[config.mk]
export PLATFORM = sky130hd
export DESIGN_NAME = i2c_rs_gen
export DESIGN_NICKNAME = d
export VERILOG_FILES = /design/src/rtl/i2c_rs_pkg.sv /design/src/rtl/i2c_rs_sync.sv /design/src/rtl/i2c_rs_timer.sv /design/src/rtl/i2c_rs_ctrl.sv /design/src/rtl/i2c_rs_gen.sv
export SDC_FILE = /design/constraint.sdc
export NUM_CORES = 1
export LEC_CHECK = 0
export ABC_AREA = 0
export BUFFER_PORTS_ARGS = -buffer_cell sky130_fd_sc_hd__buf_4
export CAP_MARGIN = 20
export CORE_MARGIN = 10
export CORE_UTILIZATION = 27
export CTS_CLUSTER_DIAMETER = 40
export DETAILED_ROUTE_END_ITERATION = 10
export GPL_TIMING_DRIVEN = 0
export PLACE_DENSITY = 0.47
export SYNTH_ARGS = -nofsm -noshare
export SYNTH_HDL_FRONTEND = slang
export SYNTH_SLANG_ARGS = --single-unit
[constraint.sdc]
create_clock -name clk -period 2.1 [get_ports clk]
set_input_delay 0.42 -clock clk [delete_from_list [all_inputs] [get_ports clk]]
set_output_delay 0.42 -clock clk [all_outputs]
set_load 0.01 [all_outputs]
[src/rtl/i2c_rs_pkg.sv]
package i2c_rs_pkg;

    localparam int SYNC_STAGES = 2;

    typedef enum logic [2:0] {
        RS_IDLE  = 3'd0,
        RS_SETUP = 3'd1,
        RS_RISE  = 3'd2,
        RS_HIGH  = 3'd3,
        RS_START = 3'd4,
        RS_HOLD  = 3'd5
    } rs_state_e;

    typedef struct packed {
        logic sda;
        logic scl;
    } line_pair_t;

    function automatic line_pair_t drive_for(rs_state_e st);
        line_pair_t d;
        d = '{sda: 1'b0, scl: 1'b0};
        case (st)
            RS_SETUP: d = '{sda: 1'b0, scl: 1'b1};
            RS_START: d = '{sda: 1'b1, scl: 1'b0};
            RS_HOLD:  d = '{sda: 1'b1, scl: 1'b1};
            default:  d = '{sda: 1'b0, scl: 1'b0};
        endcase
        return d;
    endfunction

    function automatic logic is_counting(rs_state_e st);
        return (st == RS_SETUP) || (st == RS_HIGH) || (st == RS_START);
    endfunction

endpackage

[src/rtl/i2c_rs_sync.sv]
module i2c_rs_sync #(
    parameter int WIDTH  = 2,
    parameter int STAGES = 2
) (
    input  logic             clk,
    input  logic             rst,
    input  logic [WIDTH-1:0] d_in,
    output logic [WIDTH-1:0] d_out
);
    logic [WIDTH-1:0] chain [STAGES];

    genvar s;
    generate
        for (s = 0; s < STAGES; s++) begin : g_stage
            if (s == 0) begin : g_first
                always_ff @(posedge clk) begin
                    if (rst) chain[s] <= '1;
                    else     chain[s] <= d_in;
                end
            end else begin : g_next
                always_ff @(posedge clk) begin
                    if (rst) chain[s] <= '1;
                    else     chain[s] <= chain[s-1];
                end
            end
        end
    endgenerate

    assign d_out = chain[STAGES-1];
endmodule

[src/rtl/i2c_rs_timer.sv]
module i2c_rs_timer #(
    parameter int CNT_W = 8
) (
    input  logic             clk,
    input  logic             rst,
    input  logic             load,
    input  logic             en,
    input  logic [CNT_W-1:0] reload,
    output logic             expire
);
    localparam logic [CNT_W-1:0] ONE = CNT_W'(1);

    logic [CNT_W-1:0] cnt_q;

    always_ff @(posedge clk) begin
        if (rst) begin
            cnt_q <= ONE;
        end else if (load) begin
            cnt_q <= (reload == '0) ? ONE : reload;
        end else if (en && cnt_q > ONE) begin
            cnt_q <= cnt_q - ONE;
        end
    end

    assign expire = en && (cnt_q == ONE);
endmodule

[src/rtl/i2c_rs_ctrl.sv]
module i2c_rs_ctrl
    import i2c_rs_pkg::*;
(
    input  logic       clk,
    input  logic       rst,
    input  logic       start_req,
    input  logic       clr_flags,
    input  line_pair_t line_s,
    input  logic       expire,
    output logic       load,
    output logic       count_en,
    output line_pair_t drive,
    output logic       done,
    output logic       collision,
    output rs_state_e  state
);
    rs_state_e state_q, state_d;
    logic      done_q, coll_q;
    logic      done_set, coll_set;

    always_comb begin
        state_d  = state_q;
        load     = 1'b0;
        done_set = 1'b0;
        coll_set = 1'b0;
        case (state_q)
            RS_IDLE, RS_HOLD: begin
                if (start_req) begin
                    state_d = RS_SETUP;
                    load    = 1'b1;
                end
            end
            RS_SETUP: begin
                if (expire) state_d = RS_RISE;
            end
            RS_RISE: begin
                if (line_s.scl) begin
                    if (!line_s.sda) begin
                        coll_set = 1'b1;
                        state_d  = RS_IDLE;
                    end else begin
                        state_d = RS_HIGH;
                        load    = 1'b1;
                    end
                end
            end
            RS_HIGH: begin
                if (!line_s.scl) begin
                    coll_set = 1'b1;
                    state_d  = RS_IDLE;
                end else if (expire) begin
                    state_d = RS_START;
                    load    = 1'b1;
                end
            end
            RS_START: begin
                if (expire) begin
                    state_d  = RS_HOLD;
                    done_set = 1'b1;
                end
            end
            default: state_d = RS_IDLE;
        endcase
    end

    always_ff @(posedge clk) begin
        if (rst) begin
            state_q <= RS_IDLE;
            done_q  <= 1'b0;
            coll_q  <= 1'b0;
        end else begin
            state_q <= state_d;
            done_q  <= clr_flags ? 1'b0 : (done_q | done_set);
            coll_q  <= clr_flags ? 1'b0 : (coll_q | coll_set);
        end
    end

    assign count_en  = is_counting(state_q);
    assign drive     = drive_for(state_q);
    assign done      = done_q;
    assign collision = coll_q;
    assign state     = state_q;
endmodule

[src/rtl/i2c_rs_gen.sv]
module i2c_rs_gen
    import i2c_rs_pkg::*;
#(
    parameter int CNT_W = 8
) (
    input  logic             clk,
    input  logic             rst,
    input  logic             start_req,
    input  logic             clr_flags,
    input  logic [CNT_W-1:0] reload,
    input  logic             sda_in,
    input  logic             scl_in,
    output logic             sda_oe,
    output logic             scl_oe,
    output logic             done,
    output logic             collision
);
    localparam int LINES = $bits(line_pair_t);

    line_pair_t raw_lines, sync_lines, drive;
    logic       load, count_en, expire;
    rs_state_e  fsm_state;

    assign raw_lines = '{sda: sda_in, scl: scl_in};

    i2c_rs_sync #(.WIDTH(LINES), .STAGES(SYNC_STAGES)) u_sync (
        .clk  (clk),
        .rst  (rst),
        .d_in (raw_lines),
        .d_out(sync_lines)
    );

    i2c_rs_timer #(.CNT_W(CNT_W)) u_timer (
        .clk   (clk),
        .rst   (rst),
        .load  (load),
        .en    (count_en),
        .reload(reload),
        .expire(expire)
    );

    i2c_rs_ctrl u_ctrl (
        .clk      (clk),
        .rst      (rst),
        .start_req(start_req),
        .clr_flags(clr_flags),
        .line_s   (sync_lines),
        .expire   (expire),
        .load     (load),
        .count_en (count_en),
        .drive    (drive),
        .done     (done),
        .collision(collision),
        .state    (fsm_state)
    );

    assign sda_oe = drive.sda;
    assign scl_oe = drive.scl;
endmodule

==> results.txt, run 1 <==
The initial antenna violation count was 0. The clock power share was 17.6%. The maximum clock skew at final layout is 4.21 ps. For this run, the top clock speed supported by timing is 513 MHz. By count the netlist is led by sky130_fd_sc_hd__dfxtp_1, sky130_fd_sc_hd__a21oi_1, sky130_fd_sc_hd__nand2_1, sky130_fd_sc_hd__nor2_1, sky130_fd_sc_hd__nor3_1. The total area inside the core boundary comes to 3630 um^2. The logs give 139 for the total nets after synthesis and 0.482 nW for the static leakage power.

Summing all placed instances gives a cell area of 1190 um^2. The power density of the placed cells was 1140 nW/um^2; the delay of the slowest critical-path stage was 390 ps. The number of max-slew violations in the final report came out at 0. Path type of the worst min-delay path: in -> reg. Entering global routing, the biggest net connects 11 pins. The worst-margin pin slew came out at 676 ps. The largest total area in the synthesized netlist belongs to sky130_fd_sc_hd__dfxtp_1. The run gives 17 as the CTS sink count. After routing the design area is 1240 um^2. Critical path required time: 2220 ps. The tools report the final-report hold violation count as 0. In this run, post-CTS repair resized a total of 0 instances. In this run the core area contains 22 standard-cell rows. Walking the worst path, the cells encountered are inv_1 > ha_1 > nor3b_1 > and4b_1 > or3_1 > buf_6 > a22oi_2 > o32ai_2. The worst-case IR drop observed on VDD is 341 uV. After detailed routing, the average wire length per cell comes to 14.1 um. In the post-synthesis netlist, the biggest area contributors are sky130_fd_sc_hd__dfxtp_1, sky130_fd_sc_hd__a21oi_1, sky130_fd_sc_hd__nor3_1. Measured along the y axis, the die boundary spans 81.2 um.

The buffers inserted during post-CTS setup optimization is 0. Prior to clock tree synthesis, the placed netlist has a worst setup slack of 170 ps. The Yosys step of the flow raised 0 warnings. The post-synthesis register bit count is 17, and the worst-case headroom to the max-slew limit is 54.5%. The category of the worst setup path capture point was a register.

The run gives 8.71% as the overall global routing resource usage. Counting every instance in the synthesized netlist gives 123. The number of antenna diodes in the final layout is 0. The number of enable flip-flop cells after synthesis works out to 0. The via count of the first global-routing pass came out at 1007.

TritonCTS built the clock tree. The wire length of the first global-routing pass came out at 4.69 mm. The run gives 152 ps as the worst path setup slack after routing. From left edge to right edge, the die measures 81.2 um. The detail route stage leaves a number of antenna-violating nets equal to 0. After legalization and detailed placement, the total HPWL measured 2.12 mm.

The I/O pin total was 18. Among all cell types in the netlist, the one instantiated most often is sky130_fd_sc_hd__dfxtp_1. The synthesized netlist devotes 2.48% of its cell area to adder and majority cells. Of the cells placed in the final design, the portion with a size suffix greater than 1 is 23.1%. The tools report the reported max-cap violation count as 0. Measured in cells, the most critical reg-to-reg path has a length of 8. The critical path class was reg -> reg. The flow ran to the end, and the final reports show no timing, DRC or antenna violations.

The remaining design rule violation count came out at 0. Of the total synthesized cell area, the portion taken by XOR and XNOR cells is 0.866%. The global route total overflow is 0, and the portion of the clock cycle consumed by the worst path in the final layout is 92.8%.

In this run switching power makes up 41.1% of total power. The analysis attributes to net switching a power of 0.579 mW. Combinational logic burns 48.3% of the power. The die outline area is 6590 um^2. In this run, CTS created clock tree buffers numbering 3. By area, the combinational part of the netlist is dominated by simple AND/OR/NAND/NOR gates. Among all flip-flop cells after synthesis, the most frequent one is sky130_fd_sc_hd__dfxtp_1. Once the floorplan was initialized, standard cells occupied 27.8% of the core. Internal power component: 0.828 mW. The number of distinct library cell variants in the gate-level netlist after synthesis came out at 39. The sequential group share of total power is 34.0%, and the post-synthesis sequential area ratio is 33.7%. The hold buffer count at CTS was 0; the number of buffers added on ports was 16.

The clock slew seen by the registers of the worst setup and hold paths is 70 ps, and the total iterations of the first detailed-routing run is 4. Total standard cell area after synthesis: 1010 um^2. The area growth from synthesis to layout is 22.4%.

Data on the critical path arrives at its endpoint at 2060 ps. The violation count after the first detailed-route iteration is 58, and the compound-cell area share of the yosys netlist is 22.8%. The post-synthesis simple-gate area fraction was 34.0%. After routing, the total negative slack on setup checks comes to 0 ps. The root buffer cell chosen for the clock tree is sky130_fd_sc_hd__clkbuf_8. Setup violations remaining at the end of the flow were counted as 0.

The number of levels in the clock H-tree came out at 1. The number of buffers between clock root and the deepest sink was 2. At the later pin of the worst-skew pair, clock insertion delay measures 250 ps.

The tools report the final weighted congestion in routability-driven placement as 0.841. Share of cell area taken by muxes after synthesis: 0.990%. Setup repair after global routing left no endpoint under its margin. Summing over every cut layer, the via total after detailed routing is 964. The worst hold path stage count came out at 2. The total number of nets in the final design was 160. The maximum net fanout on the critical path is 9. After synthesis, the largest area contributor takes up 33.7% of total cell area. After layout, the minimum clock period comes to 1950 ps. Among all stages on the critical path, the largest delay is contributed by sky130_fd_sc_hd__dfxtp_1. Counting flops with an async set or reset pin after synthesis yields a share of 0%. The overall routed net length is 2.70 mm, and the mean area per synthesized cell is 8.22 um^2.

The via density per instance was 5.05. The tools report the type of element launching the critical path as a register.
[cell type report]
cell class / instances / area [um^2]
flip-flops and latches: 17 / 340
inverters: 4 / 15.0
fillers: 407 / 2400
plain buffers: 6 / 37.5
repair buffers: 16 / 120
clock buffers: 3 / 41.3
clock inverters: 1 / 5.00
well taps: 48 / 60.1
multi-input cells: 96 / 618
[sequential cells by signal, indices dropped and copies added (netlist names)]
name	flops
u_ctrl.state	3
u_ctrl.collision	1
u_ctrl.done	1
u_timer.cnt_q	8
u_sync.chain	4
[critical path: cells and delay by family, from the launching register on]
family                     cells  cell delay, ps
and+or+nand+nor                3             690
DFF                            1             390
AOI/OAI and AO/OA              2             290
buffers and inverters          2             230
adders and majority gates      1             210
[power groups by stage]
| stage | Combinational (mW) | Clock (mW) | Sequential [mW] |
|---|---|---|---|
| after CTS | 0.680 | 0.253 | 0.477 |
| after detailed placement | 0.678 | 0 | 0.485 |
| after floorplan | 0.530 | 0 | 0.460 |
| final | 0.680 | 0.248 | 0.479 |
| after global routing | 0.767 | 0.272 | 0.489 |
| after global placement | 0.677 | 0 | 0.480 |
[routing by layer]
| metal | vias to the layer above | track usage [%] | wire (um) |
|---|---|---|---|
| li1 | 490 | - | - |
| met1 | 452 | 10.9 | 1260 |
| met2 | 20 | 13.9 | 1260 |
| met3 | 2 | 2.87 | 164 |
| met4 | 0 | 2.77 | 19 |
| met5 | - | 0 | 0 |
[final timing paths]
kind | startpoint | end | slack (ps)
worst max register to register | u_timer.cnt_q[1] | u_timer.cnt_q[3] | 150
worst min-delay path | clr_flags | u_ctrl.collision | 340
worst max-delay path | u_timer.cnt_q[1] | u_timer.cnt_q[3] | 150
worst min register to register | u_sync.chain[0][0] | u_sync.chain[1][0] | 410
[cell usage in the layout, fill, tap and decap left out, drive strengths merged, types with 3 or more instances in the layout]
cell / Yosys / final
nor3: 9 / 9
a31oi: 4 / 4
nand3: 5 / 5
nand2b: 4 / 4
nand2: 11 / 11
o21ai: 3 / 3
clkbuf: 4 / 7
nor4: 5 / 5
dfxtp: 17 / 17
a21oi: 10 / 10
nor2: 9 / 9
or2: 5 / 5
inv: 4 / 4
buf: 2 / 18
a32oi: 3 / 3
a22oi: 3 / 3
[stage by stage]
step | power (mW) | utilization [%] | instances | hold WS [ps]
2_1_floorplan | 0.990 | - | 123 | 389
3_3_place_gp | 1.16 | 32.8 | 187 | 392
3_5_place_dp | 1.16 | 32.8 | 187 | 393
4_1_cts | 1.41 | 34.1 | 191 | 335
5_1_grt | 1.53 | 34.1 | 191 | 338
6_report | 1.41 | 34.1 | 191 | 336
[logic make-up after synthesis]
family	count (synthesis)
AOI/OAI and AO/OA	33
buffers and inverters	10
muxes	1
DFF	17
adders and majority gates	2
xor gates and xnor gates	1
and+or+nand+nor	59
No activity file was read; power rests on OpenSTA's default activity.
==> run 2, diff against run 1 <==
--- a/config.mk
+++ b/config.mk
@@ -13,7 +13,9 @@
 export CTS_CLUSTER_DIAMETER = 40
 export DETAILED_ROUTE_END_ITERATION = 10
 export GPL_TIMING_DRIVEN = 0
+export MAX_ROUTING_LAYER = met4
 export PLACE_DENSITY = 0.47
+export REMOVE_ABC_BUFFERS = 1
 export SYNTH_ARGS = -nofsm -noshare
 export SYNTH_HDL_FRONTEND = slang
 export SYNTH_SLANG_ARGS = --single-unit
==> results.txt, run 2 (synthesized netlist as in run 1, its figures left out) <==
18 I/O pins were placed. The endpoint arrival time on the critical path was 2020 ps. In this run, flip-flops and latches consume 36.1% of the power. At the end of routability-driven placement, the weighted congestion stood at 0.872.

The highest attainable clock frequency is 529 MHz. Setup violations remaining at the end of the flow were counted as 0. Counting every sink on the clock net gives 17. Per report_power, the combinational group accounts for 45.3% of the total. The tool flagged a number of max-cap violations equal to 0.

For the critical path required time, the log shows 2230 ps. The worst path needs 1890 ps of the cycle, external delays included. The overall routed net length is 2.60 mm, and the global route total overflow is 0.

The critical path goes through inv_1 > ha_1 > nor3b_1 > and4b_1 > or3_4 > a22oi_2 > o32ai_2. Counting along the longest clock path gives a buffer depth of 2. The power density of the placed cells is 1130 nW/um^2.

TritonCTS built the clock tree. STA classifies the critical path endpoint as a register. Once placement completed, the tool counted placed cells totaling 182.

In the final layout, the share of cells above drive strength 1 is 23.9%. The number of antenna diodes in the final layout is 0. The critical path is of the reg -> reg type.

Internal power comes to 0.803 mW. Port buffering added 17 buffers. After floorplanning, the core was sized to cover 3630 um^2.

The post-synthesis to final-layout area growth came out at 19.9%. The die outline area is 6590 um^2. The worst setup path is launched from a register. The combined buffer and inverter count along the critical path works out to 1.

The run gives 981 as the via count of the first global-routing pass. Along the worst path, the maximum fanout reaches 9. The first global-routing pass estimated 4.45 mm of wire. The floorplan step set the die width to 81.2 um. The detailed-route via count is 947, and the total iterations of the first detailed-routing run is 4. The static leakage power is 0.469 nW, and the total clock buffers created by CTS is 3. Worst-case headroom to the max-slew limit: 61.7%. The analysis attributes to net switching a power of 0.571 mW. After detailed routing, the average wire length per cell comes to 14.0 um. Global routing used 8.55% of the available tracks across all layers. Setup repair after global routing left no endpoint under its margin.

The final-report hold violation count is 0. Ranked by flip-flop count, first place goes to u_timer.cnt_q. The library cell contributing the largest single delay on the critical path is sky130_fd_sc_hd__or3_4.

The path class of the tightest hold or removal check is in -> reg. Summing all multi-input logic gate instances after layout gives 623 um^2. The number of core rows was 22; the clock slew seen by the registers of the worst setup and hold paths was 80 ps. The kind of cell with the highest combined delay along the critical path is simple AND/OR/NAND/NOR gates. The remaining design rule violation count was 0. After layout, the worst path uses 90.0% of the clock period. The register with the most flip-flops in the layout has 8 of them. At the later pin of the worst-skew pair, clock insertion delay measures 260 ps. The flow ran to the end, and the final reports show no timing, DRC or antenna violations. The vertical extent of the die works out to 81.2 um. The initial cell density of the core came out at 27.8%. In the final design database the tool counted 155 nets.

The tools report the root buffer cell as sky130_fd_sc_hd__clkbuf_8. Entering global routing, the biggest net connects 19 pins. Per report_power, the clock group accounts for 18.6% of the total. For the sequential cell area, the log shows 340 um^2. The run gives 1 as the number of levels in the clock H-tree. For the maximum clock skew at final layout, the log shows 11.7 ps. The post-route non-filler standard cell count came out at 186. In the layout the commonest cells are sky130_fd_sc_hd__buf_4, sky130_fd_sc_hd__dfxtp_1, sky130_fd_sc_hd__nand2_1, sky130_fd_sc_hd__a21oi_1. The initial antenna violation count is 0.

Across the VDD grid, the largest voltage drop is 265 uV. The run gives 0 as the number of max-slew violations in the final report. Detailed placement ended at an HPWL of 1.96 mm. In this run the remaining antenna-violating nets after routing total 0. In this design, the stage delay of the slowest critical-path cell is 410 ps.

For the pin with the worst max-slew slack, the measured transition is 569 ps. In this run, the number of DRC markers left after iteration 0 of detailed routing was 74. The fill cell total of the finished layout was 407; the via density per instance was 5.09. Net switching is 41.6% of the power. The run gives 0 ps as the aggregate negative setup slack.
run 2: power by group through the flow:
stage                     Sequential, mW  Combinational (mW)  Clock (mW)
final                              0.496               0.622       0.256
after CTS                          0.496               0.607       0.260
after global routing               0.511               0.696       0.274
after detailed placement           0.504               0.606           0
after floorplan                    0.477               0.469           0
after global placement             0.501               0.610           0
run 2: final timing paths:
check	startpoint	end	slack [ps]	depth (start not counted)
hold / removal	clr_flags	u_ctrl.collision	320	2
setup / recovery	u_timer.cnt_q[1]	u_timer.cnt_q[3]	210	7
setup reg to reg	u_timer.cnt_q[1]	u_timer.cnt_q[3]	210	7
hold reg to reg	u_sync.chain[0][0]	u_sync.chain[1][0]	410	1
run 2: area by class of cell:
class                   instances  area share [%]
multi-input cells              96            51.4
flip-flops and latches         17            28.1
repair buffers                 17            10.5
well taps                      48            4.95
clock buffers                   3            3.41
inverters                       4            1.24
clock inverters                 1           0.413
run 2: timing repair:
item                       4_1_cts  5_1_grt
setup endpoints to repair        0        1
buffers inserted                 0        0
resized for setup                0        1
hold buffers                     0        0
run 2: routing by layer:
metal  GRT usage [%]  up-vias  wire length (um)
li1                -      484                 -
met1            10.1      436              1270
met2            13.1       21              1210
met3            1.88        6                70
met4            5.02        0                54
met5               -        -                 0
run 2: per-stage QoR:
stage                     power, mW  hold slack (ps)  area, um^2  util (%)  setup slack [ps]
after global placement         1.11              392        1160      32.0              90.1
after global routing           1.48              327        1210      33.4              82.4
after CTS                      1.36              323        1210      33.2              85.5
after floorplan               0.946              389         973         -               295
after detailed placement       1.11              393        1160      32.0              91.8
final                          1.37              324        1210      33.4               209
==> run 3, diff against run 2 <==
--- a/config.mk
+++ b/config.mk
@@ -9,12 +9,12 @@
 export BUFFER_PORTS_ARGS = -buffer_cell sky130_fd_sc_hd__buf_4
 export CAP_MARGIN = 20
 export CORE_MARGIN = 10
-export CORE_UTILIZATION = 27
+export CORE_UTILIZATION = 54
 export CTS_CLUSTER_DIAMETER = 40
 export DETAILED_ROUTE_END_ITERATION = 10
 export GPL_TIMING_DRIVEN = 0
 export MAX_ROUTING_LAYER = met4
-export PLACE_DENSITY = 0.47
+export PLACE_DENSITY = 0.8
 export REMOVE_ABC_BUFFERS = 1
 export SYNTH_ARGS = -nofsm -noshare
 export SYNTH_HDL_FRONTEND = slang
==> results.txt, run 3 (synthesized netlist as in run 1, its figures left out) <==
The flow ran to the end, and the final reports show no timing, DRC or antenna violations. At the later pin of the worst-skew pair, clock insertion delay measures 280 ps. Pin placement for this block handled 18 I/O pins. The buffers inserted during post-CTS setup optimization was 0. TritonCTS built the clock tree. The tools report the reported max-cap violation count as 0. STA classifies the critical path startpoint as a register. The register bank with the most flops was u_timer.cnt_q.

The run gives 907 as the via count of the first global-routing pass. Across all layers, the routed design uses 969 vias. Row generation in the floorplan step produced 15 rows.

Data on the critical path arrives at its endpoint at 2160 ps. The worst setup path is captured at a register. The tools report the violation count after the first detailed-route iteration as 33. Data on the critical path is required at its endpoint by 2270 ps.

The clock passes through at most 2 buffers. The die outline area is 4000 um^2, and the number of flip-flops in the largest register is 8. The vertical extent of the die is 63.3 um. Post-route non-filler standard cell count: 163. The ratio of cells with drive above 1 in the final layout is 22.5%, and the portion of the clock cycle consumed by the worst path in the final layout is 94.6%. The quantity of gates resized following cts was 0. The number of levels in the clock H-tree is 1.

The shortest clock period the worst path allows after layout was 1990 ps; the worst ir drop on vdd was 688 uV. By startpoint and endpoint, the worst setup path is classified as reg -> reg. The min-delay analysis places its worst path in the category in -> reg. For this configuration, the core starts out at a cell density of 57.9%. The detail route stage leaves a number of antenna-violating nets equal to 0. The run gives 4 as the total iterations of the first detailed-routing run. The number of antenna diodes in the final layout is 0. Dividing the detail-routed via count by the number of cells gives 5.94.

The overall routed net length was 2.39 mm. Clock tree synthesis inserted a total of 3 buffers. Summed over all nets, the half-perimeter wirelength after detailed placement is 1.87 mm.

For the final-report hold violation count, the log shows 0. For this run, the top clock speed supported by timing is 503 MHz. For the aggregate negative setup slack, the log shows 0 ps. The worst-margin pin slew was 591 ps; the global route total overflow was 0.

From synthesis to final layout, the design area changed by 14.6%. Summed over all cells, the static leakage comes to 0.460 nW. The tree built by TritonCTS fans out to 17 sinks. The run gives 0 as the remaining design rule violation count. Measured against its own limit, the worst slew margin works out to 60.2%. For the total number of nets in the final design, the log shows 155.

Along the worst path, the maximum fanout reaches 9. Maximum number of pins on one net before global-route repair: 19. Initial antenna violation count: 0. Counting tap cells, the placed design contains a total of 159 instances. The first global-routing pass estimated 4.09 mm of wire. Port buffering added 17 buffers.

Clock slew seen by the registers of the worst setup and hold paths: 100 ps. The core box area was 1750 um^2. The power density of the placed cells is 1110 nW/um^2. The hold buffer count at CTS is 0.

The overall global routing resource usage was 12.4%; the maximum clock skew at final layout was 1.24 ps. Routability-driven placement finished with a final weighted congestion of 0.892. In the layout the commonest cells are sky130_fd_sc_hd__buf_4, sky130_fd_sc_hd__dfxtp_1, sky130_fd_sc_hd__nand2_1, sky130_fd_sc_hd__a21oi_1. Setup violations remaining at the end of the flow were counted as 0.

Width of the die: 63.3 um. Setup repair after global routing left no endpoint under its margin. The number of max-slew violations in the final report is 0, and the final routed wire length divided by cell count is 14.6 um.

The tools report the root buffer cell as sky130_fd_sc_hd__clkbuf_4.
[run 3: area by class of cell]
class	instances	area, um^2
clock buffers	4	26.3
flip-flops and latches	17	340
multi-input cells	96	618
repair buffers	17	128
inverters	4	15.0
well taps	25	31.3
fillers	173	587
[run 3: report_power, final]
part           switching, mW  internal [mW]  total, mW
sequential             0.113          0.384      0.498
combinational          0.326          0.280      0.606
clock                  0.105         0.0736      0.179
total                  0.544          0.738       1.28
[run 3: per-layer routing]
| metal | GRT usage (%) | vias up | wire [um] |
|---|---|---|---|
| met5 | - | - | 0 |
| met2 | 18.5 | 21 | 1110 |
| met1 | 16.6 | 462 | 1180 |
| li1 | - | 484 | - |
| met4 | 2.46 | 0 | 15 |
| met3 | 2.83 | 2 | 75 |
[run 3: worst max-delay path: stages, from the launching register on]
cell and delay (ps):
sky130_fd_sc_hd__dfxtp_1 380, sky130_fd_sc_hd__inv_1 70, sky130_fd_sc_hd__ha_1 210, sky130_fd_sc_hd__nor3b_1 150
sky130_fd_sc_hd__and4b_1 220, sky130_fd_sc_hd__or3_1 480, sky130_fd_sc_hd__a22oi_2 250, sky130_fd_sc_hd__o32ai_2 100
[run 3: stage by stage]
step | utilization, % | setup WS (ps) | hold slack [ps] | area, um^2 | power (mW)
after floorplan | - | 295 | 389 | 973 | 0.946
after global placement | 64.9 | 136 | 393 | 1130 | 1.09
after detailed placement | 64.9 | 131 | 395 | 1130 | 1.10
after CTS | 66.4 | 118 | 291 | 1160 | 1.28
after global routing | 66.4 | 4.59 | 288 | 1160 | 1.38
final | 66.4 | 114 | 294 | 1160 | 1.28
[run 3: path summary, 6_finish.rpt]
path | from | to | slack (ps) | depth (start not counted)
setup / recovery | u_timer.cnt_q[1] | u_timer.cnt_q[3] | 110 | 7
hold / removal | clr_flags | u_ctrl.collision | 290 | 2
setup reg to reg | u_timer.cnt_q[1] | u_timer.cnt_q[3] | 110 | 7
hold reg to reg | u_sync.chain[0][0] | u_sync.chain[1][0] | 420 | 1
